===== config.mk =====
export PLATFORM = sky130hd
export DESIGN_NAME = fair_repart_ctrl
export DESIGN_NICKNAME = d
export VERILOG_FILES = /design/src/rtl/rpc_pkg.sv /design/src/rtl/rpc_event_counter.sv /design/src/rtl/rpc_fair_cmp.sv /design/src/rtl/rpc_gain_check.sv /design/src/rtl/fair_repart_ctrl.sv
export SDC_FILE = /design/constraint.sdc
export NUM_CORES = 2
export LEC_CHECK = 0
export BUFFER_PORTS_ARGS = -buffer_cell sky130_fd_sc_hd__buf_2
export CAP_MARGIN = 0
export CORE_MARGIN = 1.5
export CORE_UTILIZATION = 55
export DETAILED_ROUTE_END_ITERATION = 7
export PLACE_DENSITY = 0.74
export SYNTH_ARGS = -nofsm -noshare
export SYNTH_HDL_FRONTEND = slang
export SYNTH_HIERARCHICAL = 1
export SYNTH_SLANG_ARGS = --single-unit

===== constraint.sdc =====
create_clock -name clk -period 15.9 [get_ports clk]
set_input_delay 3.18 -clock clk [delete_from_list [all_inputs] [get_ports clk]]
set_output_delay 3.18 -clock clk [all_outputs]
set_load 0.02 [all_outputs]

===== src/rtl/rpc_pkg.sv =====
// Shared types for the repartition controller: decision sequencer states
// and the record of which way the last granule moved.
package rpc_pkg;
    typedef enum logic [1:0] {ST_IDLE, ST_CALC, ST_DEC} dec_state_e;
    typedef enum logic [1:0] {MV_NONE, MV_TO_A, MV_TO_B} move_e;
endpackage


===== src/rtl/rpc_event_counter.sv =====
// Per-thread access and miss counter for one interval.
// Assumes a miss pulse only means something together with an access pulse.
// Presents the count including this cycle's event so a closing edge can
// capture it; both counts saturate at their maximum.
module rpc_event_counter #(
    parameter int CNT_W = 12
) (
    input  logic             clk,
    input  logic             rst_n,
    input  logic             acc_i,
    input  logic             miss_i,
    input  logic             clr_i,
    output logic [CNT_W-1:0] acc_nx_o,
    output logic [CNT_W-1:0] miss_nx_o
);
    localparam logic [CNT_W-1:0] CMAX = '1;

    logic [CNT_W-1:0] acc_q, miss_q;

    // next counts with saturation
    always_comb begin
        acc_nx_o  = (acc_i && acc_q != CMAX) ? acc_q + 1'b1 : acc_q;
        miss_nx_o = (acc_i && miss_i && miss_q != CMAX) ? miss_q + 1'b1 : miss_q;
    end

    // count register, cleared at an interval close
    always_ff @(posedge clk) begin
        if (!rst_n || clr_i) begin
            acc_q  <= '0;
            miss_q <= '0;
        end else begin
            acc_q  <= acc_nx_o;
            miss_q <= miss_nx_o;
        end
    end
endmodule


===== src/rtl/rpc_fair_cmp.sv =====
// Slowdown comparator: decides which thread is more slowed using
// cross-multiplied miss-rate ratios, with a relative tie band.
// Assumes inputs are stable for the cycle before its registered result is used.
module rpc_fair_cmp #(
    parameter int CNT_W  = 12,
    parameter int RATE_W = 8,
    parameter int TIE_SH = 3
) (
    input  logic              clk,
    input  logic              rst_n,
    input  logic [CNT_W-1:0]  acc_a_i,
    input  logic [CNT_W-1:0]  miss_a_i,
    input  logic [RATE_W-1:0] rate_a_i,
    input  logic [CNT_W-1:0]  acc_b_i,
    input  logic [CNT_W-1:0]  miss_b_i,
    input  logic [RATE_W-1:0] rate_b_i,
    output logic              a_slow_o,
    output logic              b_slow_o
);
    localparam int DW = CNT_W + RATE_W;
    localparam int PW = CNT_W + DW;

    logic          zero_a, zero_b, band;
    logic [DW-1:0] den_a, den_b;
    logic [PW-1:0] num_a, num_b, lhs, rhs, gap, big;

    // ratio products, a zero denominator means a slowdown of zero
    always_comb begin
        zero_a = (acc_a_i == '0) || (rate_a_i == '0);
        zero_b = (acc_b_i == '0) || (rate_b_i == '0);
        num_a  = zero_a ? '0 : PW'(miss_a_i);
        num_b  = zero_b ? '0 : PW'(miss_b_i);
        den_a  = zero_a ? DW'(1) : DW'(acc_a_i) * DW'(rate_a_i);
        den_b  = zero_b ? DW'(1) : DW'(acc_b_i) * DW'(rate_b_i);
        lhs    = num_a * PW'(den_b);
        rhs    = num_b * PW'(den_a);
        gap    = (lhs > rhs) ? lhs - rhs : rhs - lhs;
        big    = (lhs > rhs) ? lhs : rhs;
        band   = gap <= (big >> TIE_SH);
    end

    // registered verdict
    always_ff @(posedge clk) begin
        if (!rst_n) begin
            a_slow_o <= 1'b0;
            b_slow_o <= 1'b0;
        end else begin
            a_slow_o <= !band && (lhs > rhs);
            b_slow_o <= !band && (rhs > lhs);
        end
    end
endmodule


===== src/rtl/rpc_gain_check.sv =====
// Rollback test: flags when the gaining thread's miss rate fell by less than
// the threshold between two intervals. Rates are compared by cross-products;
// a zero-access interval counts as rate zero.
module rpc_gain_check #(
    parameter int CNT_W  = 12,
    parameter int RATE_W = 8
) (
    input  logic              clk,
    input  logic              rst_n,
    input  logic [CNT_W-1:0]  old_m_i,
    input  logic [CNT_W-1:0]  old_a_i,
    input  logic [CNT_W-1:0]  new_m_i,
    input  logic [CNT_W-1:0]  new_a_i,
    input  logic [RATE_W-1:0] thr_i,
    output logic              short_o
);
    localparam int QW = 2 * CNT_W;
    localparam int TW = RATE_W + QW;
    localparam int LW = TW + 2;

    logic [CNT_W-1:0]     om, oa, nm, na;
    logic [QW-1:0]        p_on, p_no;
    logic [TW-1:0]        p_thr;
    logic signed [LW-1:0] diff_s, scaled_s, rhs_s;

    // improvement compared against threshold, all in signed fixed point
    always_comb begin
        om       = (old_a_i == '0) ? '0 : old_m_i;
        oa       = (old_a_i == '0) ? CNT_W'(1) : old_a_i;
        nm       = (new_a_i == '0) ? '0 : new_m_i;
        na       = (new_a_i == '0) ? CNT_W'(1) : new_a_i;
        p_on     = QW'(om) * QW'(na);
        p_no     = QW'(nm) * QW'(oa);
        p_thr    = TW'(thr_i) * TW'(oa) * TW'(na);
        diff_s   = $signed(LW'(p_on)) - $signed(LW'(p_no));
        scaled_s = diff_s <<< RATE_W;
        rhs_s    = $signed(LW'(p_thr));
    end

    // registered verdict
    always_ff @(posedge clk) begin
        if (!rst_n) short_o <= 1'b0;
        else        short_o <= scaled_s < rhs_s;
    end
endmodule


===== src/rtl/fair_repart_ctrl.sv =====
// Two-thread fairness repartition controller. Counts accesses per interval,
// closes the interval when the total reaches ivl_len, then two cycles later
// moves one granule toward the more slowed thread or rolls back a move
// that did not help. Assumes rates and threshold are steady during a decision.
// A close that would fall while a decision is in flight waits until it ends.
module fair_repart_ctrl #(
    parameter int CNT_W    = 12,
    parameter int RATE_W   = 8,
    parameter int TOTAL_GR = 8,
    parameter int TIE_SH   = 3,
    localparam int GW      = $clog2(TOTAL_GR + 1)
) (
    input  logic              clk,
    input  logic              rst_n,
    input  logic              acc_a,
    input  logic              miss_a,
    input  logic              acc_b,
    input  logic              miss_b,
    input  logic [CNT_W-1:0]  ivl_len,
    input  logic [RATE_W-1:0] alone_rate_a,
    input  logic [RATE_W-1:0] alone_rate_b,
    input  logic [RATE_W-1:0] rb_thresh,
    output logic [GW-1:0]     tgt_a,
    output logic [GW-1:0]     tgt_b,
    output logic              upd_strobe
);
    import rpc_pkg::*;

    localparam int NTHR = 2;
    localparam int TW   = CNT_W + 2;
    localparam logic [GW-1:0] HALF = GW'(TOTAL_GR / 2);
    localparam logic [GW-1:0] FULL = GW'(TOTAL_GR);
    localparam logic [CNT_W:0] TMAX = '1;

    logic [NTHR-1:0]  acc_v, miss_v;
    logic [CNT_W-1:0] acc_nx [NTHR];
    logic [CNT_W-1:0] miss_nx[NTHR];
    logic [CNT_W-1:0] snap_a [NTHR];
    logic [CNT_W-1:0] snap_m [NTHR];
    logic [CNT_W-1:0] prev_a [NTHR];
    logic [CNT_W-1:0] prev_m [NTHR];
    logic [CNT_W:0]   tot_q;
    logic [TW-1:0]    tot_sum;
    logic             bnd, a_slow, b_slow, shortfall, g_sel;
    dec_state_e       st_q;
    move_e            last_q;
    logic [GW-1:0]    ta_q, tb_q;
    logic             upd_q;

    assign acc_v  = {acc_b, acc_a};
    assign miss_v = {miss_b, miss_a};

    generate
        for (genvar t = 0; t < NTHR; t++) begin : g_thr
            rpc_event_counter #(.CNT_W(CNT_W)) u_cnt (
                .clk(clk), .rst_n(rst_n), .acc_i(acc_v[t]), .miss_i(miss_v[t]),
                .clr_i(bnd), .acc_nx_o(acc_nx[t]), .miss_nx_o(miss_nx[t])
            );
        end
    endgenerate

    // interval close detection on the running total
    always_comb begin
        tot_sum = TW'(tot_q) + TW'(acc_v[0]) + TW'(acc_v[1]);
        bnd     = (st_q == ST_IDLE) && (ivl_len != '0) && (tot_sum >= TW'(ivl_len));
    end

    // running total of the interval, saturating
    always_ff @(posedge clk) begin
        if (!rst_n || bnd)          tot_q <= '0;
        else if (tot_sum > TW'(TMAX)) tot_q <= TMAX;
        else                        tot_q <= tot_sum[CNT_W:0];
    end

    // capture of the closed interval's counts
    always_ff @(posedge clk) begin
        for (int t = 0; t < NTHR; t++) begin
            if (!rst_n) begin
                snap_a[t] <= '0;
                snap_m[t] <= '0;
            end else if (bnd) begin
                snap_a[t] <= acc_nx[t];
                snap_m[t] <= miss_nx[t];
            end
        end
    end

    // decision sequencer
    always_ff @(posedge clk) begin
        if (!rst_n) st_q <= ST_IDLE;
        else case (st_q)
            ST_IDLE: if (bnd) st_q <= ST_CALC;
            ST_CALC: st_q <= ST_DEC;
            default: st_q <= ST_IDLE;
        endcase
    end

    rpc_fair_cmp #(.CNT_W(CNT_W), .RATE_W(RATE_W), .TIE_SH(TIE_SH)) u_cmp (
        .clk(clk), .rst_n(rst_n),
        .acc_a_i(snap_a[0]), .miss_a_i(snap_m[0]), .rate_a_i(alone_rate_a),
        .acc_b_i(snap_a[1]), .miss_b_i(snap_m[1]), .rate_b_i(alone_rate_b),
        .a_slow_o(a_slow), .b_slow_o(b_slow)
    );

    assign g_sel = (last_q == MV_TO_B);

    rpc_gain_check #(.CNT_W(CNT_W), .RATE_W(RATE_W)) u_gain (
        .clk(clk), .rst_n(rst_n),
        .old_m_i(prev_m[g_sel]), .old_a_i(prev_a[g_sel]),
        .new_m_i(snap_m[g_sel]), .new_a_i(snap_a[g_sel]),
        .thr_i(rb_thresh), .short_o(shortfall)
    );

    // target update: rollback first, else a forward move within the floor
    always_ff @(posedge clk) begin
        if (!rst_n) begin
            ta_q   <= HALF;
            tb_q   <= FULL - HALF;
            last_q <= MV_NONE;
            upd_q  <= 1'b0;
            for (int t = 0; t < NTHR; t++) begin
                prev_a[t] <= '0;
                prev_m[t] <= '0;
            end
        end else if (st_q == ST_DEC) begin
            upd_q <= 1'b1;
            for (int t = 0; t < NTHR; t++) begin
                prev_a[t] <= snap_a[t];
                prev_m[t] <= snap_m[t];
            end
            if (last_q != MV_NONE && shortfall) begin
                if (last_q == MV_TO_A) begin
                    ta_q <= ta_q - 1'b1;
                    tb_q <= tb_q + 1'b1;
                end else begin
                    ta_q <= ta_q + 1'b1;
                    tb_q <= tb_q - 1'b1;
                end
                last_q <= MV_NONE;
            end else if (a_slow && tb_q > GW'(1)) begin
                ta_q   <= ta_q + 1'b1;
                tb_q   <= tb_q - 1'b1;
                last_q <= MV_TO_A;
            end else if (b_slow && ta_q > GW'(1)) begin
                ta_q   <= ta_q - 1'b1;
                tb_q   <= tb_q + 1'b1;
                last_q <= MV_TO_B;
            end else begin
                last_q <= MV_NONE;
            end
        end else begin
            upd_q <= 1'b0;
        end
    end

    assign tgt_a      = ta_q;
    assign tgt_b      = tb_q;
    assign upd_strobe = upd_q;
endmodule


# Word-level counts from Yosys, hierarchy flattened
# Memories as Yosys holds them, arrays and structs flattened.
# Index checks and enable logic that the tools add are counted.
op_classes:
  add_sub_neg: 13
  mul: 8
  div_mod_pow: 0
  order_cmp: 8
  n_eq_ne: 9
  shifts: 0
  n_mux: 43
  bitwise: 8
  reduce_logical: 29
op_table:
  columns: ["op", "count"]
  rows:
  - ["12-bit 2-to-1 mux", 18]
  - ["32-bit > comparator", 2]
  - ["32-bit by 20-bit multiplier with 32-bit output", 2]
  - ["32-bit 2-to-1 mux", 2]
  - ["32-bit subtractor", 2]
  - ["12-bit by 1-bit adder with 12-bit output, second input constant", 4]
  - ["12-bit zero test", 4]
  - ["12-bit by 12-bit multiplier with 24-bit output", 2]
  - ["12-bit inequality test, second input constant", 4]
  - ["12-bit by 8-bit multiplier with 20-bit output", 2]
  - ["20-bit 2-to-1 mux", 2]
  - ["34-bit by 33-bit < comparator with 1-bit output", 1]
  - ["32-bit by 29-bit <= comparator with 1-bit output", 1]
  - ["20-bit by 12-bit multiplier with 32-bit output", 1]
  - ["4-bit 2-to-1 mux", 8]
  - ["24-bit by 24-bit subtractor with 25-bit output", 1]
  - ["8-bit by 12-bit multiplier with 20-bit output", 1]
  - ["8-bit zero test", 2]
  - ["13-bit by 1-bit adder with 14-bit output", 1]
  - ["14-bit by 1-bit adder with 14-bit output", 1]
  - ["14-bit by 12-bit greater-or-equal comparator with 1-bit output", 1]
  - ["14-bit by 13-bit > comparator with 1-bit output, second input constant", 1]
  - ["1-bit logical AND", 13]
  - ["13-bit 2-to-1 mux", 1]
  - ["17 further kinds", 41]
totals:
  regBits: 77
  latch_bits: 0
  ramBits: 96
  romBits: 0
  in_bits: 42
  out_inout_bits: 9
  word_cells: 135
  mem_count: 4
mem_list:
  columns: ["name", "depth", "width", "read_ports", "rd_clocked_by_memory_dff", "wr", "line", "source"]
  rows:
  - ["prev_a", 2, 12, 1, 0, 2, "fair_repart_ctrl.sv:40", "logic [CNT_W-1:0] prev_a [NTHR];"]
  - ["prev_m", 2, 12, 1, 0, 2, "fair_repart_ctrl.sv:41", "logic [CNT_W-1:0] prev_m [NTHR];"]
  - ["snap_a", 2, 12, 3, 0, 2, "fair_repart_ctrl.sv:38", "logic [CNT_W-1:0] snap_a [NTHR];"]
  - ["snap_m", 2, 12, 3, 0, 2, "fair_repart_ctrl.sv:39", "logic [CNT_W-1:0] snap_m [NTHR];"]

# Longest topological paths before layout
# An unclocked memory read counts as a cell.
depth:
  word_depth: 10
  ltp_mapped: 71
  ltp_nobuf: 65

# Hierarchy
# The synthesis kept the hierarchy.
by_module_without_submodules:
  columns: ["module", "instances", "cells_per_inst", "area_per_inst_um2", "seq_area_each_um2"]
  rows:
  - ["rpc_fair_cmp", 1, 3237, 25756.0, 40.0]
  - ["rpc_gain_check", 1, 2401, 21002.6, 20.0]
  - ["fair_repart_ctrl", 1, 471, 5876.9, 3403.3]
  - ["rpc_event_counter", 2, 156, 1335.0, 480.5]

# Worst setup path before layout
# No wires, ideal clock.
synth_timing:
  kind: "input to register"
  startpoint: "in alone_rate_a[7]"
  endpoint: "reg u_cmp.a_slow_o"
  setup_time_ns: 0.122
  arrival_time_ns: 16.951
  required_ns: 15.778
  setup_slack_ns: -1.173
  cell_stages: 64
  n_path_buf: 5
  path_cell_list: "clkbuf_1 -> nand2_1 -> fa_1 -> fa_1 -> inv_1 -> fa_1 -> inv_1 -> fa_1 -> inv_1 -> ha_1 -> inv_1 -> o21bai_1 -> a21oi_1 -> o21bai_1 -> a21oi_1 -> o21bai_1 -> a2111oi_0 -> o31a_1 -> [28 not listed] -> a221o_1 -> o21ba_1 -> buf_6 -> buf_6 -> a211oi_1 -> a21oi_1 -> xor2_1 -> ha_1 -> a21o_1 -> a21o_1 -> a21oi_1 -> o21ai_0 -> a2111oi_0 -> a311oi_1 -> a211o_1 -> a21oi_1 -> a31oi_1 -> o311a_1"
synth_via:
  elab_chain_len: 9
  word_cells_on_any_way: 15
  classes_between: "2 x add/sub; 3 x mul; 2 x order compare; 4 x mux; 4 x reduce/logical"
synth_rtl:
  columns: ["item", "line", "source"]
  rows:
  - ["start: declaration", "fair_repart_ctrl.sv:20", "input logic [RATE_W-1:0] alone_rate_a,"]
  - ["branches (longest 8 deep; another with 32-bit by 20-bit multiplier with 32-bit output)", null, null]
  - ["1-bit logical AND (*)", "rpc_fair_cmp.sv:48", "a_slow_o <= !band && (lhs > rhs);"]
  - ["end signal: assignment", "rpc_fair_cmp.sv:48", null]
  - ["end: declaration", "rpc_fair_cmp.sv:17", "output logic a_slow_o,"]
# Mark *: on every way between the ends.
# A chain may end at the register's enable or synchronous reset.

# Final worst setup path
layout_timing:
  startpoint: "in alone_rate_b[4]"
  endpoint: "reg u_cmp.a_slow_o"
layout_via:
  elab_chain_len: 9
  word_cells_on_any_way: 15
  classes_between: "2 x add/sub; 3 x mul; 2 x order compare; 4 x mux; 4 x reduce/logical"
layout_rtl:
  columns: ["item", "line", "source"]
  rows:
  - ["start: declaration", "fair_repart_ctrl.sv:21", "input logic [RATE_W-1:0] alone_rate_b,"]
  - ["branches (longest 8 deep; another with 32-bit by 20-bit multiplier with 32-bit output)", null, null]
  - ["1-bit logical AND (*)", "rpc_fair_cmp.sv:48", null]
# Marked as above.

==> metrics.md <==
| Metric | Value |
|---|---|
| Most used cell, CP | `fa_1` |
| Final ANT Viol Nets | `0` |
| GP Congestion | `0.962` |
| Async set-reset flop share out of synthesis | `0%` |
| Vias/cell | `5.68` |
| Die width | `320 um` |
| Fin area | `61000 sq um` |
| Max stage delay on crit path | `550 ps` |
| Final Cycle Share | `101%` |
| Mapped Cells | `6421` |
| Tightest Hold Check Type | `reg2reg` |
| First-pass GRT wire length | `248000 um` |
| Max cap viols | `0` |
| Failing checks | `design-rule violations, negative setup slack` |
| TritonCTS clock tree | `yes` |
| Slew headroom | `19.9%` |
| Setup WS post-layout | `-187 ps` |
| Detailed Route Iter0 Violations | `3378` |
| Required @ worst endpoint | `16290 ps` |
| CP max stage cell | `fa_1` |
| Top-level port count | `51` |
| Most frequent cells in the layout | `1172 x inv_1, 963 x fa_1, 740 x nand2_1` |
| Synth cell types | `110` |
| Fillers | `8511` |
| Largest net degree at the start of global routing | `82` |
| CORE AREA | `99900 sq um` |
| Total track usage | `30.5%` |
| RSZ-0062 raised after global routing | `true` |
| Htree depth | `4` |
| Post-Syn Area per Cell | `8.61 sq um` |
| WS Path Type | `in2reg` |
| Max Clk Rate | `62.2 MHz` |
| Status | `finished, violations left` |
| Sequential area share after synthesis | `8.00%` |
| Syn Nets | `8001` |
| Share of cells above drive strength 1 | `12.5%` |
| Max FO, Critical Path | `7` |
| Via count | `45.2k` |
| Worst Tran Pin Value | `1190 ps` |
| DP Area | `59600 sq um` |
| Crit end category | `flop` |
| Root Buffer | `clkbuf_16` |
| Die area | `102000 sq um` |
| Synth-to-Final Area Change | `10.3%` |
| Initial antenna violation count | `2` |
| CP arrival | `16480 ps` |
| DRC | `2` |
| Cts hold-fix bufs | `0` |
| Critical Path Start Type | `input port` |
| Die Span Y | `320 um` |
| Clock Sinks | `173` |
| Commonest non-fill, non-tap cell in the layout | `inv_1` |
| Ys Warns | `6` |
| Num CTS Buffers | `17` |
| Hold slack | `438 ps` |
| TNS Setup | `-318 ps` |
| Post-Syn Area | `55300 sq um` |
| Worst skew pair latency | `490 ps` |
| FP Rows | `116` |
| Initial core utilization | `55.4%` |
| Number of global-route vias before repair | `47.1k` |
| WL/cell | `19.2 um` |
| Hold Violations, Final | `0` |
| Clock tree buffer depth | `2` |
| Fin util | `61.1%` |
| Final slew viol count | `0` |
| Nets@finish | `8226` |
| #FFs+latches synth | `173` |
| 1st-pass router iterations | `8` |
| Port bufs | `50` |
| Setup-failing EPs final | `2` |
| Total gr overflow | `0` |
| Final Critical Period | `16090 ps` |
| Worst Skew | `19.3 ps` |
| Top_reg_cell synth | `edfxtp_1` |
| Reg clk slew, reported paths | `80 ps` |
| Drt total wl | `153000 um` |
| Post-synth EDFFs | `96` |
| Post-DP HPWL | `126000 um` |
## what timing repair did
action,4_1_cts,5_1_grt
pin swaps,24,87
resized for setup,37,98
gates cloned,1,1
setup endpoints to repair,2,2
endpoints found under the hold margin,0,0
setup buffers,11,21
## flip-flops by register name, summed over array words and instances (netlist names)
register	flops
tgt_a	4
prev_m	24
st_q	2
snap_m	24
snap_a	24
g_thr.u_cnt/miss_q	24
u_cmp/b_slow_o	1
tgt_b	4
last_q	2
upd_strobe	1
prev_a	24
u_gain/short_o	1
tot_q	13
u_cmp/a_slow_o	1
g_thr.u_cnt/acc_q	24
## metal layers
metal	vias up	part of all wire [%]	global-route usage, %
met5	-	0.0059	0
met1	22600	42	40.2
met2	1594	48	51.0
li1	20700	-	-
met4	2	3.6	10.3
met3	334	7.0	4.93
## worst max-delay path, delay by kind of cell
kind | cells | cell delay [ps]
xor+xnor | 3 | 450
compound gates | 30 | 5870
fa+ha+maj | 13 | 5520
simple gates | 6 | 740
buf+inv | 9 | 690
## per-stage QoR
stage,std cells,setup slack [ps]
floorplan,6421,2.28
global placement,7892,-638
detailed placement,7892,-810
CTS,7936,-8.28
global route,7957,-710
finish,7960,-187
## cells in the mapped netlist, drive strengths merged (12+ instances only)
library cell  count  area share [%]
inv            1189             8.1
fa              969              35
nand2           754             5.1
ha              569              13
and2            483             5.5
nor2            304             2.1
clkbuf          291             2.0
and3            263             3.0
a21oi           259             2.4
xnor2           140             2.2
o21ai           126             1.2
nand3           109             1.0
edfxtp           96             5.2
a21o             83             1.1
dfxtp            77             2.8
xor2             67             1.1
mux2             58             1.2
o21bai           47            0.64
nor3             45            0.44
nand4            42            0.51
a211oi           38            0.57
nor2b            33            0.37
nor4             31            0.37
buf              30            0.35
nand2b           30            0.34
mux2i            28            0.51
a31oi            21            0.28
or3              18            0.21
o21a             17            0.23
o31ai            15            0.21
a21boi           12            0.19
nand3b           12            0.16
o211ai           12            0.19
## worst paths after layout
check,from,end,slack (ps),depth (start not counted)
min,st_q[0],st_q[1],440,2
min reg2reg,st_q[0],st_q[1],440,2
max,alone_rate_b[4],u_cmp/a_slow_o,-190,61
max reg2reg,snap_a[1][0],u_cmp/a_slow_o,1830,63
## cell type report
class | count | area (sq um) | area share, %
timing repair buffer | 527 | 3980 | 6.53
clock inverter | 11 | 104 | 0.170
multi-input combinational | 4738 | 45900 | 75.3
inverter | 1189 | 4470 | 7.32
sequential | 173 | 4420 | 7.26
tap | 1298 | 1620 | 2.66
antenna | 3 | 7.51 | 0.0123
clock buffer | 21 | 462 | 0.757
## cells by family after synthesis
family	synth area share, %
compound gates	8.73
xor+xnor	3.32
fa+ha+maj	48.0
buf+inv	10.4
flops	8.00
mux	1.69
simple gates	19.9
Power is not shown: default switching activity piles up to over one toggle a cycle in this logic, so the estimate is an artifact.
